**src/rtl/shm_pkg.sv**
```systemverilog
package shm_pkg;
  typedef enum logic [1:0] {
    HS_NORMAL = 2'b00,
    HS_COPING = 2'b01,
    HS_FAILED = 2'b10
  } healthE;

  // datapath -> control strobes
  typedef struct packed {
    logic copeCond;
    logic nmiHit;
    logic statHit;
    logic failHit;
  } dpStrobeT;

  // control -> datapath strobes
  typedef struct packed {
    logic freeze;
  } ctrlStrobeT;
endpackage

```
**src/rtl/shmDatapath.sv**
```systemverilog
module shmDatapath
  import shm_pkg::*;
#(
  parameter int NUM_RAILS     = 3,
  parameter int SYNC_STAGES   = 2,
  parameter int STABLE_CYCLES = 4,
  parameter int NMI_MS        = 100,
  parameter int STATUS_MS     = 500,
  parameter int FAIL_MS       = 100
) (
  input  logic                 clk,
  input  logic                 rstN,
  input  logic [NUM_RAILS-1:0] warnRaw,
  input  logic [NUM_RAILS-1:0] critRaw,
  input  logic                 msTick,
  input  ctrlStrobeT           ctrlStb,
  output dpStrobeT             dpStb
);
  localparam int NFLAG   = 2 * NUM_RAILS;
  localparam int STAB_W  = $clog2(STABLE_CYCLES + 1);
  localparam int CNT_MAX = (NMI_MS > STATUS_MS) ? NMI_MS : STATUS_MS;
  localparam int CNT_W   = $clog2(CNT_MAX + 1);
  localparam int FAIL_W  = $clog2(FAIL_MS + 1);

  logic [NFLAG-1:0] rawAll;
  logic [NFLAG-1:0] filtQ;
  assign rawAll = {critRaw, warnRaw};

  // per-flag synchroniser and stability filter
  for (genvar g = 0; g < NFLAG; g++) begin : gFlag
    logic [SYNC_STAGES-1:0] syncQ;
    logic [STAB_W-1:0]      stabCnt;
    logic                   filtBit;
    always_ff @(posedge clk or negedge rstN) begin
      if (!rstN) begin
        syncQ   <= '0;
        stabCnt <= '0;
        filtBit <= 1'b0;
      end else begin
        syncQ <= {syncQ[SYNC_STAGES-2:0], rawAll[g]};
        if (syncQ[SYNC_STAGES-1] != filtBit) begin
          if (stabCnt == STAB_W'(STABLE_CYCLES - 1)) begin
            filtBit <= syncQ[SYNC_STAGES-1];
            stabCnt <= '0;
          end else begin
            stabCnt <= stabCnt + 1'b1;
          end
        end else begin
          stabCnt <= '0;
        end
      end
    end
    assign filtQ[g] = filtBit;
  end

  logic anyCrit, copeCond, tickOk;
  assign anyCrit  = |filtQ[NFLAG-1:NUM_RAILS];
  assign copeCond = (|filtQ[NUM_RAILS-1:0]) | anyCrit;
  assign tickOk   = msTick & ~ctrlStb.freeze;

  logic [CNT_W-1:0]  copeCnt;
  logic [FAIL_W-1:0] critCnt;

  always_ff @(posedge clk or negedge rstN) begin
    if (!rstN) begin
      copeCnt <= '0;
      critCnt <= '0;
    end else begin
      if (!copeCond)
        copeCnt <= '0;
      else if (tickOk && copeCnt != CNT_W'(CNT_MAX))
        copeCnt <= copeCnt + 1'b1;
      if (!anyCrit)
        critCnt <= '0;
      else if (tickOk && critCnt != FAIL_W'(FAIL_MS))
        critCnt <= critCnt + 1'b1;
    end
  end

  assign dpStb.copeCond = copeCond;
  assign dpStb.nmiHit   = tickOk & copeCond & (copeCnt == CNT_W'(NMI_MS - 1));
  assign dpStb.statHit  = tickOk & copeCond & (copeCnt == CNT_W'(STATUS_MS - 1));
  assign dpStb.failHit  = tickOk & anyCrit & (critCnt == FAIL_W'(FAIL_MS - 1));

  AST_COPE_BOUND: assert property (@(posedge clk) disable iff (!rstN)
    copeCnt <= CNT_W'(CNT_MAX));
  AST_COPE_CLEAR: assert property (@(posedge clk) disable iff (!rstN)
    !copeCond |=> copeCnt == '0);
  AST_CRIT_CLEAR: assert property (@(posedge clk) disable iff (!rstN)
    !anyCrit |=> critCnt == '0);
endmodule

```
**src/rtl/shmCtrl.sv**
```systemverilog
module shmCtrl
  import shm_pkg::*;
(
  input  logic       clk,
  input  logic       rstN,
  input  dpStrobeT   dpStb,
  input  logic       statusClr,
  output ctrlStrobeT ctrlStb,
  output logic [1:0] healthState,
  output logic       nmiPulse,
  output logic       funcStatus,
  output logic       convEnA,
  output logic       convEnB
);
  healthE stateQ;

  always_ff @(posedge clk or negedge rstN) begin
    if (!rstN) begin
      stateQ   <= HS_NORMAL;
      nmiPulse <= 1'b0;
      convEnA  <= 1'b1;
      convEnB  <= 1'b1;
    end else begin
      nmiPulse <= 1'b0;
      if (stateQ != HS_FAILED) begin
        nmiPulse <= dpStb.nmiHit;
        if (dpStb.failHit) begin
          stateQ  <= HS_FAILED;
          convEnA <= 1'b0;
          convEnB <= 1'b0;
        end else begin
          stateQ <= dpStb.copeCond ? HS_COPING : HS_NORMAL;
        end
      end
    end
  end

  always_ff @(posedge clk or negedge rstN) begin
    if (!rstN)
      funcStatus <= 1'b0;
    else if (dpStb.statHit)
      funcStatus <= 1'b1;
    else if (statusClr)
      funcStatus <= 1'b0;
  end

  assign ctrlStb.freeze = (stateQ == HS_FAILED);
  assign healthState    = stateQ;

  AST_STATE_LEGAL: assert property (@(posedge clk) disable iff (!rstN)
    healthState != 2'b11);
  AST_NMI_SINGLE: assert property (@(posedge clk) disable iff (!rstN)
    nmiPulse |=> !nmiPulse);
  AST_STATUS_SET: assert property (@(posedge clk) disable iff (!rstN)
    dpStb.statHit |=> funcStatus);
  AST_CONV_OFF: assert property (@(posedge clk) disable iff (!rstN)
    healthState == 2'b10 |-> !convEnA && !convEnB);
  AST_FAIL_STICKY: assert property (@(posedge clk) disable iff (!rstN)
    healthState == 2'b10 |=> healthState == 2'b10 && !nmiPulse);
  AST_ENABLE_HOLD: assert property (@(posedge clk) disable iff (!rstN)
    !convEnB |=> !convEnB);
endmodule

```
**src/rtl/supplyHealthMon.sv**
```systemverilog
module supplyHealthMon
  import shm_pkg::*;
#(
  parameter int NUM_RAILS     = 3,
  parameter int SYNC_STAGES   = 2,
  parameter int STABLE_CYCLES = 4,
  parameter int NMI_MS        = 100,
  parameter int STATUS_MS     = 500,
  parameter int FAIL_MS       = 100
) (
  input  logic                 clk,
  input  logic                 rstN,
  input  logic [NUM_RAILS-1:0] lowWarnRaw,
  input  logic [NUM_RAILS-1:0] lowCritRaw,
  input  logic                 msTick,
  input  logic                 statusClr,
  output logic [1:0]           healthState,
  output logic                 nmiPulse,
  output logic                 funcStatus,
  output logic                 convEnA,
  output logic                 convEnB
);
  dpStrobeT   dpStb;
  ctrlStrobeT ctrlStb;

  shmDatapath #(
    .NUM_RAILS(NUM_RAILS), .SYNC_STAGES(SYNC_STAGES), .STABLE_CYCLES(STABLE_CYCLES),
    .NMI_MS(NMI_MS), .STATUS_MS(STATUS_MS), .FAIL_MS(FAIL_MS)
  ) dp_i (
    .clk(clk), .rstN(rstN), .warnRaw(lowWarnRaw), .critRaw(lowCritRaw),
    .msTick(msTick), .ctrlStb(ctrlStb), .dpStb(dpStb)
  );

  shmCtrl ctrl_i (
    .clk(clk), .rstN(rstN), .dpStb(dpStb), .statusClr(statusClr),
    .ctrlStb(ctrlStb), .healthState(healthState), .nmiPulse(nmiPulse),
    .funcStatus(funcStatus), .convEnA(convEnA), .convEnB(convEnB)
  );
endmodule

```
**config.mk**
```make
export PLATFORM = sky130hd
export DESIGN_NAME = supplyHealthMon
export DESIGN_NICKNAME = d
export VERILOG_FILES = /design/src/rtl/shm_pkg.sv /design/src/rtl/shmDatapath.sv /design/src/rtl/shmCtrl.sv /design/src/rtl/supplyHealthMon.sv
export SDC_FILE = /design/constraint.sdc
export NUM_CORES = 1
export LEC_CHECK = 0
export BUFFER_PORTS_ARGS = -buffer_cell sky130_fd_sc_hd__buf_2
export CORE_ASPECT_RATIO = 1.25
export CORE_MARGIN = 5
export CORE_UTILIZATION = 30
export DETAILED_ROUTE_END_ITERATION = 16
export PLACE_DENSITY_LB_ADDON = 0.05
export SYNTH_ARGS = -nofsm -noshare
export SYNTH_HDL_FRONTEND = slang
export SYNTH_SLANG_ARGS = --single-unit
export TNS_END_PERCENT = 30
```
**constraint.sdc**
```tcl
create_clock -name clk -period 1.7 [get_ports clk]
set_input_delay 0.085 -clock clk [delete_from_list [all_inputs] [get_ports clk]]
set_output_delay 0.085 -clock clk [all_outputs]
set_load 0.005 [all_outputs]
```
==> results of run 1 <==
## synthesized netlist by cell type, drive strengths merged
library cell / number
dfrtp: 56
nor3: 14
nor2: 12
xnor2: 12
nor2b: 11
ha: 10
nand2: 10
nor3b: 8
a21oi: 6
mux2: 6
nand3: 6
nand4: 6
inv: 5
and2: 4
buf: 4
nor4: 3
xor2: 3
and4: 2
o211ai: 2
or3: 2
or3b: 2
or4: 2
a21boi: 1
a21o: 1
and3: 1
and4b: 1
dfstp: 1
nand2b: 1
nand3b: 1
o21ai: 1
o31ai: 1
o32ai: 1
or2: 1
## how the worst max path moves through the flow
stage / end / slack, ns / startpoint
6_report: dp_i.critCnt[2]$_DFFE_PN0P_ / 0.12 / dp_i.critCnt[3]$_DFFE_PN0P_
5_1_grt: dp_i.critCnt[3]$_DFFE_PN0P_ / 0.04 / dp_i.critCnt[0]$_DFFE_PN0P_
4_1_cts: dp_i.copeCnt[2]$_DFFE_PN0P_ / 0.09 / dp_i.copeCnt[0]$_DFFE_PN0P_
3_5_place_dp: dp_i.copeCnt[2]$_DFFE_PN0P_ / 0.12 / dp_i.copeCnt[0]$_DFFE_PN0P_
3_3_place_gp: dp_i.copeCnt[2]$_DFFE_PN0P_ / 0.09 / dp_i.copeCnt[0]$_DFFE_PN0P_
2_1_floorplan: dp_i.copeCnt[3]$_DFFE_PN0P_ / 0.16 / ctrl_i.healthState[1]$_DFFE_PN0P_
## flip-flops by register name, indices dropped and copies added, names as in the netlist
signal / count
dp_i.copeCnt: 9
ctrl_i.convEnA: 1
ctrl_i.funcStatus: 1
dp_i.critCnt: 7
dp_i.gFlag.filtBit: 6
ctrl_i.healthState: 2
ctrl_i.nmiPulse: 1
dp_i.gFlag.syncQ: 12
dp_i.gFlag.stabCnt: 18
## logic make-up after synthesis
| group | Yosys count |
|---|---|
| AOI/OAI and AO/OA | 13 |
| adders and majority gates | 10 |
| buffers and inverters | 9 |
| DFF | 57 |
| muxes | 6 |
| and+or+nand+nor | 87 |
| xor gates and xnor gates | 15 |
## what timing repair did
action | in CTS | in global routing
setup endpoints to repair | 0 | 2
resized for setup | 0 | 2
hold buffers | 8 | 0
hold endpoints to repair | 63 | 0
buffers inserted | 0 | 0
## per-stage QoR
step	util (%)	cells	setup slack, ns	hold WS, ns	total power [mW]
2_1_floorplan	-	197	0.159	-0.211	2.55
3_3_place_gp	33.7	309	0.0859	0.107	2.80
3_5_place_dp	33.7	309	0.116	0.112	2.83
4_1_cts	37.4	333	0.0948	0.191	4.20
5_1_grt	37.5	333	0.0388	0.228	4.42
6_report	37.5	333	0.117	0.208	4.12
## layer usage
metal | up-vias | wire length (um) | GRT usage [%]
met5 | - | 0 | 0
met4 | 0 | 82 | 4.79
met3 | 10 | 214 | 4.04
met2 | 24 | 2020 | 15.6
met1 | 740 | 2080 | 12.4
li1 | 762 | - | -
## placed cells by master, fill, tap and decap left out, types with 8 or more instances in the layout
cell / Yosys / routed
nor3_1: 13 / 12
nand2_1: 9 / 9
nor2_1: 12 / 12
dfrtp_1: 56 / 56
nor3b_1: 8 / 8
buf_2: 2 / 15
dlygate4sd3_1: 0 / 8
ha_1: 10 / 10
clkbuf_8: 0 / 12
xnor2_1: 12 / 12
nor2b_1: 10 / 10
## power breakdown
part / total [mW] / switching (mW) / internal [mW]
Sequential: 1.95 / 0.287 / 1.66
Clock: 1.31 / 0.511 / 0.796
Combinational: 0.865 / 0.431 / 0.435
## area by class of cell
cell class                      count  share of cell area (%)
Timing Repair Buffer               29                    7.28
Multi-Input combinational cell    131                    32.1
Clock buffer                       14                    5.91
Tap cell                           95                    4.07
Sequential cell                    57                    48.8
Clock inverter                      2                    1.20
Inverter                            5                   0.642
## worst reg2reg max path: cells and delay by family (launching register included)
kind	cells	cell delay, ns
flops	1	0.41
simple gates	4	1.09
==> metrics.txt, run 1 <==
Crit path largest cell delay=0.43 ns; reg-to-reg slack, setup=0.12 ns; Post-Synth Adder-Cell Area=5.22%; die width=90.0 um; Avg Cell Area, Syn=12.2 um2; Ys Warns=0; initial antenna violation count=0; ANT nets after route=0; top-area cell type share of the netlist area=58.5%; Worst-path clk slew=0.06 ns; largest net degree at the start of global routing=58; CORE AREA=7790 um2; outcome=completed; max_cap viols=0; Final Critical Period=1.58 ns; critical-path cell list=or3b_1 > or2_1 > and4_1 > nor3_1; GPL Wtd Cong=0.725; fillers=770; CP max stage cell=or3b_1; hold crit path type=input port to flop; hold_sp=msTick; 1st-iter DRT viols=49; worst skew pair latency=0.33 ns; synthesized area=2400 um2; Detailed Route WL=4390 um; Seq. cell area=1430 um2; Root Buffer=clkbuf_8; Final Skew=0.0107 ns; clock sinks=57; share of layout cells above drive strength 1=22.3%; global-route wire length before repair=7740 um; Std-Cell Rows=36; Die Y=110 um; final number of hold-violating endpoints=0; Max Slew Vio Count=0; wire length per cell=13.2 um; sequential fraction of the synthesis area=59.6%; synthesized instance count=197; Pwr Density=1410 nW/um2; WP data arrival=1.83 ns; RR Startpoint=dp_i.critCnt[3]$_DFFE_PN0P_; nets=253; CP bufs+invs=0; net count after synthesis=217; slew margin rel.=72.6%; Layout area overhead=21.9%; Critical Path Start Type=flop; area share of xor/xnor cells in the synthesized design=5.48%; clock tree from TritonCTS=yes; Synth area leaders=dfrtp_1 (58%), ha_1 (5.2%), xnor2_1 (4.4%), mux2_2 (2.8%), nor3_1 (2.7%); Hold Path End=ctrl_i.healthState[1]$_DFFE_PN0P_; Slew @ Worst Pin=0.411 ns; Yosys cell types=41; largest vdd supply drop=0.708 mV; Crit path max-delay family=simple AND/OR/NAND/NOR gates; Final setup viols=0; dpl hpwl=3020 um; mux cell area share after synthesis=2.82%; Worst Hold Path Cells=3; Crit. End Element=flop; Max Clk Rate=632 MHz; # port buffers=15; gr usage total=10.1%; multi-input combinational cell area=937 um2; Worst path depth=4; Static Leakage=1.31 nW; ant diodes=0; WS Path Type=flop to flop; Seq cells post-synth=57; post-route design area=2920 um2; Reg-to-Reg End=dp_i.critCnt[2]$_DFFE_PN0P_; Yosys top cell by area=dfrtp_1; clk buf depth=2; H-tree depth=3; vias per cell=4.61; main combinational cell family by area after synthesis=simple AND/OR/NAND/NOR gates; Worst R2R Path Depth=4; die area=9890 um2; DR DRC count=0; Synth Area in Compound Gates=3.55%; CP required=1.94 ns; grt total ovfl=0; crit path max fanout=6; initial core utilization=30.8%; vias in the first global route=1618; crit share post-route=93.1%; DR pass1 iterations=4; RSZ-0062 raised after global routing=false; Top-Level Pins=16; clock buffer count from CTS=9; setup_tns=0 ns; vias=1536; Synth Area in Simple Gates=21.6%; Area after DPL=2620 um2
Power figures use the tool's default switching activity.
==> run 2: changes to the inputs <==
--- a/config.mk
+++ b/config.mk
@@ -10,7 +10,7 @@
 export CORE_MARGIN = 5
 export CORE_UTILIZATION = 30
 export DETAILED_ROUTE_END_ITERATION = 16
-export PLACE_DENSITY_LB_ADDON = 0.05
+export PLACE_DENSITY = 0.51
 export SYNTH_ARGS = -nofsm -noshare
 export SYNTH_HDL_FRONTEND = slang
 export SYNTH_SLANG_ARGS = --single-unit
==> run 2 against run 1 <==
Effect of this change: non-clock buffer count shrank 1; core utilization is essentially flat; critical path depth is the same; combinational power is essentially flat; setup slack lost 0.0029 ns; sequential power is essentially flat; largest cell class unchanged; largest power group unchanged; highest routed layer unchanged.
==> metrics.txt, run 2 (synthesis results as in run 1) <==
CP max stage cell=or4_4; clk buf depth=2 (unchanged); global-route wire length before repair=7250 um (-6.4%); DR DRC count=0 (unchanged); die area=9890 um2 (unchanged); final number of hold-violating endpoints=0 (unchanged); RSZ-0062 raised after global routing=false; ANT nets after route=0 (unchanged); Max Slew Vio Count=0 (unchanged); vias per cell=4.69 (+1.7%); wire length per cell=12.4 um (-6.3%); max reg flops=18 (unchanged); dpl hpwl=2820 um (-6.7%); fillers=773 (+0.39%); initial antenna violation count=0 (unchanged); Crit path largest cell delay=0.47 ns (+0.04 ns); share of layout cells above drive strength 1=21.9% (-0.33 points); Top-Level Pins=16 (unchanged); critical-path cell list=nor2b_4 > or4_4 > or3_1 > a21oi_2; Pwr Density=1440 nW/um2 (+2.5%); clock buffer count from CTS=9 (unchanged); Detailed Route WL=4100 um (-6.6%); Largest regs=dp_i.gFlag.stabCnt: 18 flops, dp_i.gFlag.syncQ: 12 flops, dp_i.copeCnt: 9 flops; Power Total=4.23 mW (+2.6%); setup_tns=0 ns (unchanged); Layout area overhead=22.0% (about the same); CTS resizes=0 (unchanged); die width=90.0 um (unchanged); commonest non-fill, non-tap cell in the layout=dfrtp_1; initial core utilization=30.8% (unchanged); Crit. End Element=flop; Crit path max-delay family=simple AND/OR/NAND/NOR gates; WS Path Type=flop to flop; Final Skew=0.00605 ns (-0.00465 ns); hold_ws=0.175 ns (-0.0333 ns); largest vdd supply drop=0.689 mV (-2.7%); grt total ovfl=0 (unchanged); vias=1558 (+1.4%); Die Y=110 um (unchanged); gr usage total=9.22% (-0.90 points); WP data arrival=1.85 ns (+0.02 ns); Critical Path Start Type=flop; outcome=completed; clock sinks=57 (unchanged); Biggest register=dp_i.gFlag.stabCnt; CP bufs+invs=0 (unchanged); hold crit path type=input port to flop; worst skew pair latency=0.33 ns (about the same); Static Leakage=1.30 nW (-0.58%); commonest non-fill, non-tap cells in the layout=dfrtp_1 (56), buf_2 (15), nor3_1 (13); max_cap viols=0 (unchanged); Max Clk Rate=631 MHz (-0.19%); GPL Wtd Cong=0.775 (+6.9%); ant diodes=0 (unchanged); H-tree depth=3 (unchanged); nets=252 (-0.40%); DR pass1 iterations=4 (unchanged); CP required=1.96 ns (+0.02 ns); slew margin rel.=72.6% (about the same); Worst-path clk slew=0.07 ns (about the same); vias in the first global route=1597 (-1.3%); 1st-iter DRT viols=46 (-6.1%); Final setup viols=0 (unchanged); largest net degree at the start of global routing=58 (unchanged); Root Buffer=clkbuf_8; crit path max fanout=7 (+1); crit share post-route=93.3% (+0.17 points); Final Critical Period=1.59 ns (+0.00294 ns); Std-Cell Rows=36 (unchanged); Slew @ Worst Pin=0.411 ns (-0.000341 ns); # port buffers=15 (unchanged); Area after DPL=2620 um2 (-0.29%); CORE AREA=7790 um2 (unchanged); clock tree from TritonCTS=yes; post-route design area=2930 um2 (about the same)
-- run 2: metal layers --
| layer | GRT usage, % | vias to the layer above | wire length (um) |
|---|---|---|---|
| met5 | 0 | - | 0 |
| li1 | - | 763 | - |
| met3 | 2.12 | 9 | 112 |
| met1 | 10.5 | 764 | 1810 |
| met4 | 6.60 | 0 | 114 |
| met2 | 15.3 | 22 | 2060 |
-- run 2: what timing repair did --
item / in CTS / in global routing
endpoints found under the hold margin: 63 / 0
hold buffers: 8 / 0
buffers inserted: 0 / 0
-- run 2: worst paths after layout --
path | from | end | slack (ns) | depth (start not counted)
worst max-delay path | ctrl_i.healthState[1]$_DFFE_PN0P_ | dp_i.copeCnt[3]$_DFFE_PN0P_ | 0.11 | 4
worst min-delay path | msTick | dp_i.critCnt[5]$_DFFE_PN0P_ | 0.17 | 4
worst max register to register | ctrl_i.healthState[1]$_DFFE_PN0P_ | dp_i.copeCnt[3]$_DFFE_PN0P_ | 0.11 | 4
worst min register to register | dp_i.gFlag[4].syncQ[0]$_DFF_PN0_ | dp_i.gFlag[4].syncQ[1]$_DFF_PN0_ | 0.35 | 0
max in group asynchronous | rstN | ctrl_i.convEnA$_DFFE_PN1P_ | 1.13 | 3
min in group asynchronous | rstN | dp_i.gFlag[1].syncQ[0]$_DFF_PN0_ | 0.28 | 3
-- run 2: per-stage QoR --
stage | worst slack, ns | instances | util (%)
finish | 0.114 | 332 | 37.5
global route | 0.0554 | 332 | 37.5
CTS | 0.110 | 332 | 37.5
detailed placement | 0.126 | 308 | 33.6
global placement | 0.161 | 308 | 33.6
floorplan | 0.159 | 197 | -
-- run 2: tightest hold or removal path, delay by kind of cell --
kind          cells  cell delay (ns)
simple gates      2             0.17
xor+xnor          1             0.07
buf+inv           1             0.15
-- run 2: layout make-up --
class | instances | area (um2) | area share, %
clock buffer | 10 | 138 | 4.70
clock inverter | 6 | 91.3 | 3.12
inverter | 5 | 18.8 | 0.642
multi-input combinational | 131 | 926 | 31.7
sequential | 57 | 1430 | 48.8
tap | 95 | 119 | 4.06
timing repair buffer | 28 | 205 | 7.01
-- run 2: power breakdown --
group | switching, mW | internal [mW] | leakage, nW
clock | 0.565 | 0.866 | 0.105
combinational | 0.428 | 0.439 | 0.469
sequential | 0.267 | 1.66 | 0.724
total | 1.26 | 2.97 | 1.30
